--- config.mk ---
export PLATFORM = sky130hd
export DESIGN_NAME = dram_cmd_expander
export DESIGN_NICKNAME = d
export VERILOG_FILES = /design/src/rtl/cexp_pkg.sv /design/src/rtl/cexp_operand.sv /design/src/rtl/cexp_spacing.sv /design/src/rtl/cexp_sequencer.sv /design/src/rtl/cexp_cmd_drive.sv /design/src/rtl/dram_cmd_expander.sv
export SDC_FILE = /design/constraint.sdc
export NUM_CORES = 1
export LEC_CHECK = 0
export BUFFER_PORTS_ARGS = -buffer_cell sky130_fd_sc_hd__buf_2
export CORE_MARGIN = 1.5
export CORE_UTILIZATION = 35
export DETAILED_ROUTE_END_ITERATION = 10
export SYNTH_ARGS = -nofsm -noshare
export SYNTH_HDL_FRONTEND = slang
export SYNTH_HIERARCHICAL = 1
export SYNTH_SLANG_ARGS = --single-unit
--- constraint.sdc ---
create_clock -name clk -period 3.9 [get_ports clk]
set_clock_uncertainty 0.05 [all_clocks]
set_input_delay 0.195 -clock clk [delete_from_list [all_inputs] [get_ports clk]]
set_output_delay 0.195 -clock clk [all_outputs]
set_load 0.1 [all_outputs]
--- src/rtl/cexp_pkg.sv ---
// Package: shared encodings for the DRAM command expander.
// Assumes: 2-bit command code on the output, 3 need flags in fixed positions.
package cexp_pkg;

    // Command code placed on cmd_op.
    typedef enum logic [1:0] {
        CMD_NOP = 2'd0,
        CMD_ACT = 2'd1,
        CMD_RD  = 2'd2,
        CMD_PRE = 2'd3
    } dram_cmd_e;

    // Issue phase of the sequencer.
    typedef enum logic [1:0] {
        PH_IDLE = 2'd0,
        PH_PRE  = 2'd1,
        PH_ACT  = 2'd2,
        PH_RD   = 2'd3
    } phase_e;

    // Bit positions of the need flags in the instruction.
    localparam int NEED_PRE = 0;
    localparam int NEED_ACT = 1;
    localparam int NEED_RD  = 2;

endpackage

--- src/rtl/cexp_operand.sv ---
// Module: cexp_operand
// Decodes the incoming instruction and holds its operands for the
// duration of the expansion. Steps the read column by COL_STEP and counts
// down the remaining reads on each read issue.
// Assumes: accept and rd_issue are never high in the same cycle.
module cexp_operand #(
    parameter int BANK_W   = 4,
    parameter int ROW_W    = 16,
    parameter int COL_W    = 10,
    parameter int BURST_W  = 3,
    parameter int COL_STEP = 8
) (
    input  logic               clk,
    input  logic               rst_n,
    input  logic [2:0]         ins_need,
    input  logic [BURST_W-1:0] ins_bursts,
    input  logic [BANK_W-1:0]  ins_bank,
    input  logic [ROW_W-1:0]   ins_row,
    input  logic [COL_W-1:0]   ins_col,
    input  logic               accept,
    input  logic               rd_issue,
    output logic               dec_pre,
    output logic               dec_act,
    output logic [BURST_W-1:0] dec_rds,
    output logic               hold_act,
    output logic [BANK_W-1:0]  hold_bank,
    output logic [ROW_W-1:0]   hold_row,
    output logic [COL_W-1:0]   cur_col,
    output logic [BURST_W-1:0] rds_left
);
    import cexp_pkg::*;

    localparam logic [COL_W-1:0] STEP = COL_W'(COL_STEP);

    logic row_hit;

    // Decode: reads are issued when RD is flagged or when no flag is set.
    always_comb begin
        row_hit = (ins_need == 3'b000);
        dec_pre = ins_need[NEED_PRE];
        dec_act = ins_need[NEED_ACT];
        dec_rds = (ins_need[NEED_RD] || row_hit) ? ins_bursts : '0;
    end

    // Operand hold: load on accept, advance column and count on each read.
    always_ff @(posedge clk) begin
        if (!rst_n) begin
            hold_act  <= 1'b0;
            hold_bank <= '0;
            hold_row  <= '0;
            cur_col   <= '0;
            rds_left  <= '0;
        end else if (accept) begin
            hold_act  <= dec_act;
            hold_bank <= ins_bank;
            hold_row  <= ins_row;
            cur_col   <= ins_col;
            rds_left  <= dec_rds;
        end else if (rd_issue) begin
            cur_col   <= cur_col + STEP;
            rds_left  <= rds_left - 1'b1;
        end
    end

endmodule

--- src/rtl/cexp_spacing.sv ---
// Module: cexp_spacing
// Tracks the edges elapsed since the last PRE, ACT and RD and reports
// whether an ACT or a RD may issue now. One saturating counter per rule,
// built by a generate loop over the rule table.
// Assumes: all spacing parameters are at least 1.
module cexp_spacing #(
    parameter int T_RP  = 16,
    parameter int T_RCD = 16,
    parameter int T_CCD = 4
) (
    input  logic clk,
    input  logic rst_n,
    input  logic iss_pre,
    input  logic iss_act,
    input  logic iss_rd,
    output logic ok_act,
    output logic ok_rd
);
    localparam int N_RULE = 3;
    localparam int T_MAX  = (T_RP > T_RCD) ? ((T_RP > T_CCD) ? T_RP : T_CCD)
                                            : ((T_RCD > T_CCD) ? T_RCD : T_CCD);
    localparam int CW     = $clog2(T_MAX + 1);
    localparam logic [CW-1:0] SAT = CW'(T_MAX);
    localparam int LIM [N_RULE] = '{T_RP, T_RCD, T_CCD};

    logic [N_RULE-1:0] restart;
    logic [N_RULE-1:0] met;

    // Rule order: 0 = PRE->ACT, 1 = ACT->RD, 2 = RD->RD.
    assign restart = {iss_rd, iss_act, iss_pre};

    generate
        for (genvar g = 0; g < N_RULE; g++) begin : g_rule
            logic [CW-1:0] cnt;

            // Edge counter since the rule's opening command, saturating.
            always_ff @(posedge clk) begin
                if (!rst_n) begin
                    cnt <= SAT;
                end else if (restart[g]) begin
                    cnt <= '0;
                end else if (cnt != SAT) begin
                    cnt <= cnt + 1'b1;
                end
            end

            assign met[g] = (int'(cnt) + 1 >= LIM[g]);
        end
    endgenerate

    assign ok_act = met[0];
    assign ok_rd  = met[1] & met[2];

endmodule

--- src/rtl/cexp_sequencer.sv ---
// Module: cexp_sequencer
// Walks an accepted instruction through its PRE, ACT and RD phases,
// holding each phase until its spacing is met, and drives busy.
// Assumes: operand hold reflects the instruction taken on accept.
module cexp_sequencer #(
    parameter int BURST_W = 3
) (
    input  logic               clk,
    input  logic               rst_n,
    input  logic               ins_valid,
    input  logic               dec_pre,
    input  logic               dec_act,
    input  logic [BURST_W-1:0] dec_rds,
    input  logic               hold_act,
    input  logic [BURST_W-1:0] rds_left,
    input  logic               ok_act,
    input  logic               ok_rd,
    output logic               accept,
    output logic               busy,
    output logic               iss_pre,
    output logic               iss_act,
    output logic               iss_rd
);
    import cexp_pkg::*;

    phase_e phase_q;
    phase_e phase_d;

    // Issue strobes and the next phase.
    always_comb begin
        accept  = ins_valid && (phase_q == PH_IDLE);
        iss_pre = (phase_q == PH_PRE);
        iss_act = (phase_q == PH_ACT) && ok_act;
        iss_rd  = (phase_q == PH_RD) && ok_rd;
        phase_d = phase_q;
        case (phase_q)
            PH_IDLE: begin
                if (accept) begin
                    if (dec_pre)             phase_d = PH_PRE;
                    else if (dec_act)        phase_d = PH_ACT;
                    else if (dec_rds != '0)  phase_d = PH_RD;
                    else                     phase_d = PH_IDLE;
                end
            end
            PH_PRE: begin
                if (hold_act)                phase_d = PH_ACT;
                else if (rds_left != '0)     phase_d = PH_RD;
                else                         phase_d = PH_IDLE;
            end
            PH_ACT: begin
                if (ok_act) begin
                    phase_d = (rds_left != '0) ? PH_RD : PH_IDLE;
                end
            end
            PH_RD: begin
                if (ok_rd && (rds_left == BURST_W'(1))) phase_d = PH_IDLE;
            end
            default: phase_d = PH_IDLE;
        endcase
    end

    // Phase register.
    always_ff @(posedge clk) begin
        if (!rst_n) phase_q <= PH_IDLE;
        else        phase_q <= phase_d;
    end

    assign busy = (phase_q != PH_IDLE);

endmodule

--- src/rtl/cexp_cmd_drive.sv ---
// Module: cexp_cmd_drive
// Registers the command slot: code, bank and address for one cycle per
// issued command, NOP with zero fields otherwise.
// Assumes: at most one issue strobe is high in a cycle.
module cexp_cmd_drive #(
    parameter int BANK_W = 4,
    parameter int ROW_W  = 16,
    parameter int COL_W  = 10,
    parameter int ADDR_W = 16
) (
    input  logic              clk,
    input  logic              rst_n,
    input  logic              iss_pre,
    input  logic              iss_act,
    input  logic              iss_rd,
    input  logic [BANK_W-1:0] hold_bank,
    input  logic [ROW_W-1:0]  hold_row,
    input  logic [COL_W-1:0]  cur_col,
    output logic              cmd_valid,
    output logic [1:0]        cmd_op,
    output logic [BANK_W-1:0] cmd_bank,
    output logic [ADDR_W-1:0] cmd_addr
);
    import cexp_pkg::*;

    dram_cmd_e op_q;

    // Command slot register.
    always_ff @(posedge clk) begin
        if (!rst_n) begin
            cmd_valid <= 1'b0;
            op_q      <= CMD_NOP;
            cmd_bank  <= '0;
            cmd_addr  <= '0;
        end else begin
            cmd_valid <= iss_pre | iss_act | iss_rd;
            op_q      <= CMD_NOP;
            cmd_bank  <= '0;
            cmd_addr  <= '0;
            if (iss_pre) begin
                op_q     <= CMD_PRE;
                cmd_bank <= hold_bank;
            end else if (iss_act) begin
                op_q     <= CMD_ACT;
                cmd_bank <= hold_bank;
                cmd_addr <= ADDR_W'(hold_row);
            end else if (iss_rd) begin
                op_q     <= CMD_RD;
                cmd_bank <= hold_bank;
                cmd_addr <= ADDR_W'(cur_col);
            end
        end
    end

    assign cmd_op = op_q;

endmodule

--- src/rtl/dram_cmd_expander.sv ---
// Module: dram_cmd_expander (top)
// Expands one compact vector-fetch instruction into PRE/ACT/RD commands
// with auto-incremented read columns and minimum command spacing.
// Assumes: the instruction source has resolved row state; flags are trusted.
module dram_cmd_expander #(
    parameter int BANK_W   = 4,
    parameter int ROW_W    = 16,
    parameter int COL_W    = 10,
    parameter int BURST_W  = 3,
    parameter int COL_STEP = 8,
    parameter int T_RP     = 16,
    parameter int T_RCD    = 16,
    parameter int T_CCD    = 4,
    localparam int ADDR_W  = (ROW_W > COL_W) ? ROW_W : COL_W
) (
    input  logic               clk,
    input  logic               rst_n,
    input  logic               ins_valid,
    input  logic [2:0]         ins_need,
    input  logic [BURST_W-1:0] ins_bursts,
    input  logic [BANK_W-1:0]  ins_bank,
    input  logic [ROW_W-1:0]   ins_row,
    input  logic [COL_W-1:0]   ins_col,
    output logic               busy,
    output logic               cmd_valid,
    output logic [1:0]         cmd_op,
    output logic [BANK_W-1:0]  cmd_bank,
    output logic [ADDR_W-1:0]  cmd_addr
);
    logic               accept;
    logic               dec_pre, dec_act;
    logic [BURST_W-1:0] dec_rds;
    logic               hold_act;
    logic [BANK_W-1:0]  hold_bank;
    logic [ROW_W-1:0]   hold_row;
    logic [COL_W-1:0]   cur_col;
    logic [BURST_W-1:0] rds_left;
    logic               ok_act, ok_rd;
    logic               iss_pre, iss_act, iss_rd;

    cexp_operand #(
        .BANK_W(BANK_W), .ROW_W(ROW_W), .COL_W(COL_W),
        .BURST_W(BURST_W), .COL_STEP(COL_STEP)
    ) operand_i (
        .clk(clk), .rst_n(rst_n),
        .ins_need(ins_need), .ins_bursts(ins_bursts), .ins_bank(ins_bank),
        .ins_row(ins_row), .ins_col(ins_col),
        .accept(accept), .rd_issue(iss_rd),
        .dec_pre(dec_pre), .dec_act(dec_act), .dec_rds(dec_rds),
        .hold_act(hold_act), .hold_bank(hold_bank), .hold_row(hold_row),
        .cur_col(cur_col), .rds_left(rds_left)
    );

    cexp_spacing #(
        .T_RP(T_RP), .T_RCD(T_RCD), .T_CCD(T_CCD)
    ) spacing_i (
        .clk(clk), .rst_n(rst_n),
        .iss_pre(iss_pre), .iss_act(iss_act), .iss_rd(iss_rd),
        .ok_act(ok_act), .ok_rd(ok_rd)
    );

    cexp_sequencer #(
        .BURST_W(BURST_W)
    ) seq_i (
        .clk(clk), .rst_n(rst_n), .ins_valid(ins_valid),
        .dec_pre(dec_pre), .dec_act(dec_act), .dec_rds(dec_rds),
        .hold_act(hold_act), .rds_left(rds_left),
        .ok_act(ok_act), .ok_rd(ok_rd),
        .accept(accept), .busy(busy),
        .iss_pre(iss_pre), .iss_act(iss_act), .iss_rd(iss_rd)
    );

    cexp_cmd_drive #(
        .BANK_W(BANK_W), .ROW_W(ROW_W), .COL_W(COL_W), .ADDR_W(ADDR_W)
    ) drive_i (
        .clk(clk), .rst_n(rst_n),
        .iss_pre(iss_pre), .iss_act(iss_act), .iss_rd(iss_rd),
        .hold_bank(hold_bank), .hold_row(hold_row), .cur_col(cur_col),
        .cmd_valid(cmd_valid), .cmd_op(cmd_op),
        .cmd_bank(cmd_bank), .cmd_addr(cmd_addr)
    );

endmodule

# After elaboration in Yosys (flattened, before gate mapping)
# Index checks and enable logic that the tools add are counted.
# word_totals
romBits,0
elab_cells,87
regBits,74
ramBits,0
out_inout_bits,24
latchBits,0
memories,0
# classes
n_mul,0
bitwise,4
n_eq_ne,10
n_shift,0
muxes,28
add_sub_neg,8
div,0
order_cmp,3
reduce_logical,18
# ops
op,n
$ge A32 B6 Y1 const B,2
$ge A32 B4 Y1 const B,1
$mux W10,3
$mux W5,6
$mux W2,11
$add A5 B1 Y6 const B,3
$mux W16,1
$add A5 B1 Y5 const B,3
$ne A5 B5 Y1 const B,3
$mux W4,3
$add A10 B4 Y10 const B,1
$reduce_bool A2 Y1,5
$mux W3,3
$pmux W2 S4,1
$reduce_bool A3 Y1,2
$reduce_or A2 Y1,3
$eq A2 B2 Y1 const B,2
$logic_and A1 B1 Y1,4
$ne A2 B2 Y1 const B,2
$eq A3 B1 Y1 const B,1
$logic_not A3 Y1,1
$reduce_and A3 Y1,1
$sub A3 B1 Y3 const B,1
$eq A2 B1 Y1 const B,1
6 further kinds,7

# Logic depth before layout (Yosys ltp)
# logic_depth
depth_word,9
ltp_mapped,10
ltp_nobuf,8

# Cells and area by module
# Netlist, hierarchy kept.
# by_module_without_submodules
mod,seq_area_each_um2,area_each_um2,n_inst,cells_per_inst
cexp_operand,680.7,1403.8,1,144
cexp_cmd_drive,460.4,803.3,1,74
cexp_spacing,300.3,747.0,1,79
cexp_sequencer,40.0,209.0,1,29

# Least setup slack after synthesis
# OpenSTA, ideal clock, no wires.
# synth_path
path_kind,register -> register
from,reg spacing_i.g_rule[2].cnt[1]
to,reg operand_i.cur_col[9]
arrival_time_ns,2.063
setup_slack_ns,1.712
n_path_buf,1
stages_incl_launch_ff,10
t_required_ns,3.776
cell_sequence,dfxtp_1 > ha_1 > or2_1 > o21ai_1 > a221oi_1 > and3_1 > buf_6 > nand4_4 > or3_1 > a31oi_1
# synth_between
elab_chain_cells,5
# synth_lines
element,line_no,rtl
"start, declared",cexp_spacing.sv:34,logic [CW-1:0] cnt;
"start signal, assigned",cexp_spacing.sv:43,cnt <= cnt + 1'b1;
$add A5 B1 Y6,cexp_spacing.sv:47,assign met[g] = (int'(cnt) + 1 >= LIM[g]);
$ge A32 B4 Y1,cexp_spacing.sv:47,
$and A1 B1 Y1,cexp_spacing.sv:52,assign ok_rd = met[1] & met[2];
via ok_rd,dram_cmd_expander.sv:38,"logic ok_act, ok_rd;"
$logic_and A1 B1 Y1,cexp_sequencer.sv:34,iss_rd = (phase_q == PH_RD) && ok_rd;
via iss_rd,dram_cmd_expander.sv:39,"logic iss_pre, iss_act, iss_rd;"
$reduce_bool A2 Y1 (no source line),--,
"end signal, assigned",cexp_operand.sv:57,cur_col <= ins_col;
"end signal, assigned",cexp_operand.sv:60,cur_col <= cur_col + STEP;
"end, declared",cexp_operand.sv:28,"output logic [COL_W-1:0] cur_col,"
# The timed path passes the listed nets, and every way through them passes these cells.
# A chain may end at the register's enable or synchronous reset.

# Final worst setup path
# Ends and elaborated chain as after synthesis.

==> flow_summary.json <==
{
  "status": "finished, final reports clean",
  "avgSynthCellArea_um2": 9.70,
  "period_share": 0.702,
  "crit_required_ns": 4.12,
  "ys_types": 47,
  "cts.clk_slew.worst_paths_ns": 0.08,
  "hold_class": "input port to flip-flop",
  "grt_max_degree": 32,
  "ys_seq_area_frac": 0.468,
  "grt_pass1_wl_mm": 10.8,
  "fmax_mhz": 365,
  "cts_buffers": 9,
  "fin_crit_ns": 2.74,
  "via_per_inst": 4.86,
  "dpl.hpwl_mm": 4.47,
  "cts.path.max_buffers": 2,
  "async_flop_share": 0,
  "final_cell_mix": "dfxtp_1, buf_2, nor2_1",
  "highest_layer": "met4",
  "drt_first_pass_iters": 4,
  "synth_compound_area_frac": 0.105,
  "crit_fanout": 13,
  "place_congestion": 0.788,
  "synth_top_family_by_area": "simple AND/OR/NAND/NOR gates",
  "synth_edf_count": 0,
  "powerDensity_nw_per_um2": 537,
  "start_util": 0.363,
  "cts-resized-gates": 0,
  "holdBufCountCts": 0,
  "nNetsFinal": 434,
  "gr-usage-all-layers": 0.142,
  "tritoncts": "done",
  "cts.htree.levels": 3,
  "worstMarginPinSlew_ns": 1.09,
  "rsz0062_at_grt": "false",
  "placement.io_buffers": 62,
  "cts-root-buf": "clkbuf_8",
  "setup_tns_ns": 0,
  "met3_length_um": 286,
  "wl_mm": 6.40,
  "wl_per_cell_um": 12.8,
  "cp_data_arrival_time_ns": 2.96,
  "hold_viol": 0,
  "antenna_cells": 0,
  "ir_drop_mv": 0.266,
  "dr_wl_met2_mm": 3.08,
  "p_leak_nw": 1.64,
  "syn-instance-count": 326,
  "grt_pass1_vias": 2330,
  "drive_above_1_share": 0.250,
  "setup_violations": 0,
  "cts.sinks": 74,
  "yosys.area_share.simple": 0.205,
  "antenna_found_initial": 0,
  "path_class": "flip-flop to flip-flop",
  "yosysTopAreaCellShare": 0.468,
  "ant_nets": 0,
  "die_w_um": 98.1,
  "cap_viol_max_count": 0,
  "end_kind": "flip-flop",
  "timing.hold.ws_ns": 0.0436,
  "final_common_cell": "dfxtp_1",
  "post_cts_buffers": 0,
  "wl_met1_mm": 2.93,
  "worstSkewPairLatency_ns": 0.33,
  "synth_area_leader_cell": "dfxtp_1",
  "synth_mux_area_frac": 0.0922,
  "synth_flop_cell": "dfxtp_1",
  "vias": 2432,
  "drtIter0Drc": 103,
  "worstSetupStartpointType": "flip-flop",
  "core_area_um2": 8720,
  "area_growth_pct": 18.7,
  "grt-ovfl-total": 0,
  "die_h_um": 98.1,
  "finalMaxSlewViolations": 0,
  "relSlewSlack": 0.276,
  "placementRows": 34,
  "drc": 0,
  "synth_area_um2": 3160,
  "synth_seq_cells": 74,
  "die-area_um2": 9620,
  "synth_area_leaders": "dfxtp_1, mux2i_1, nor2_1",
  "synth_nets": 373,
  "yosys.area_share.adder": 0.0316,
  "ys_warn_count": 6,
  "io_pins": 63,
  "yosys.area_share.xor_xnor": 0.0498
}
==> layer usage <==
metal	up-vias	track usage
met5	-	0
met4	0	0.0626
met3	6	0.0444
met2	44	0.236
met1	1141	0.169
li1	1241	-
==> cell usage after synthesis, types with 2 or more instances <==
library cell   n
dfxtp_1       74
nor2_1        39
mux2i_1       28
nand2_1       21
inv_1         14
xor2_1        11
a21oi_2       10
nand3b_1      10
a21oi_1        8
and3_1         8
buf_4          8
ha_1           8
o21ai_0        8
and2_1         7
nand3_1        7
xnor2_1        7
a211oi_1       5
clkbuf_1       5
nand2b_1       5
nor3_1         4
a31oi_1        3
nor2b_1        3
and4bb_2       2
buf_2          2
nand4_1        2
o21a_1         2
o311a_1        2
o31a_1         2
or3_1          2
or4_1          2
==> registers in the layout, summed over array words and instances, names as in the netlist <==
name                  cells
drive_i/cmd_addr         16
operand_i/hold_row       16
spacing_i/g_rule.cnt     15
operand_i/cur_col        10
drive_i/cmd_bank          4
operand_i/hold_bank       4
operand_i/rds_left        3
drive_i/cmd_op            2
seq_i/phase_q             2
drive_i/cmd_valid         1
operand_i/hold_act        1
==> kinds of logic (layout without fill, tap and decap cells) <==
| kind of cell | count (synthesis) | after routing |
|---|---|---|
| AOI/OAI and AO/OA | 47 | 47 |
| xor gates and xnor gates | 18 | 18 |
| DFF | 74 | 74 |
| adders and majority gates | 8 | 8 |
| muxes | 29 | 29 |
| buffers and inverters | 30 | 96 |
| and+or+nand+nor | 120 | 120 |
==> through the flow <==
step,util,power [mW],setup slack [ns],area [µm²],std cells
floorplan,-,1.30,1.71,3160,326
global placement,0.407,1.39,1.28,3550,484
detailed placement,0.407,1.41,1.14,3550,484
CTS,0.431,2.04,1.14,3760,500
global route,0.431,2.13,0.888,3760,500
finish,0.431,2.02,1.16,3760,500
==> final timing paths <==
kind | cells past startpoint | to | start | slack (ns)
setup / recovery | 9 | operand_i/cur_col[9] | spacing_i/g_rule[2].cnt[1] | 1.16
hold reg to reg | 2 | drive_i/cmd_addr[0] | operand_i/hold_row[0] | 0.41
setup reg to reg | 9 | operand_i/cur_col[9] | spacing_i/g_rule[2].cnt[1] | 1.16
hold / removal | 3 | operand_i/hold_row[7] | ins_row[7] | 0.04
==> critical path, stage by stage (launching register included) <==
cell and delay, ns:
dfxtp_1 0.39, ha_1 0.25, or2_1 0.12, o21ai_1 0.06, a221oi_1 0.34, and3_1 0.53, buf_4 0.29, nand4_4 0.12
or3_1 0.36, a31oi_1 0.16
==> area by class of cell <==
cell class	count	area, µm²
Clock buffer	11	131
Clock inverter	5	78.8
Fill cell	869	4960
Inverter	14	52.6
Multi-Input combinational cell	222	1540
Sequential cell	74	1480
Tap cell	108	135
Timing Repair Buffer	66	340
==> where the power goes <==
part / switching (mW) / internal, mW
combinational: 0.301 / 0.185
clock: 0.270 / 0.360
sequential: 0.0663 / 0.832
No activity file was read; power rests on OpenSTA's default activity.
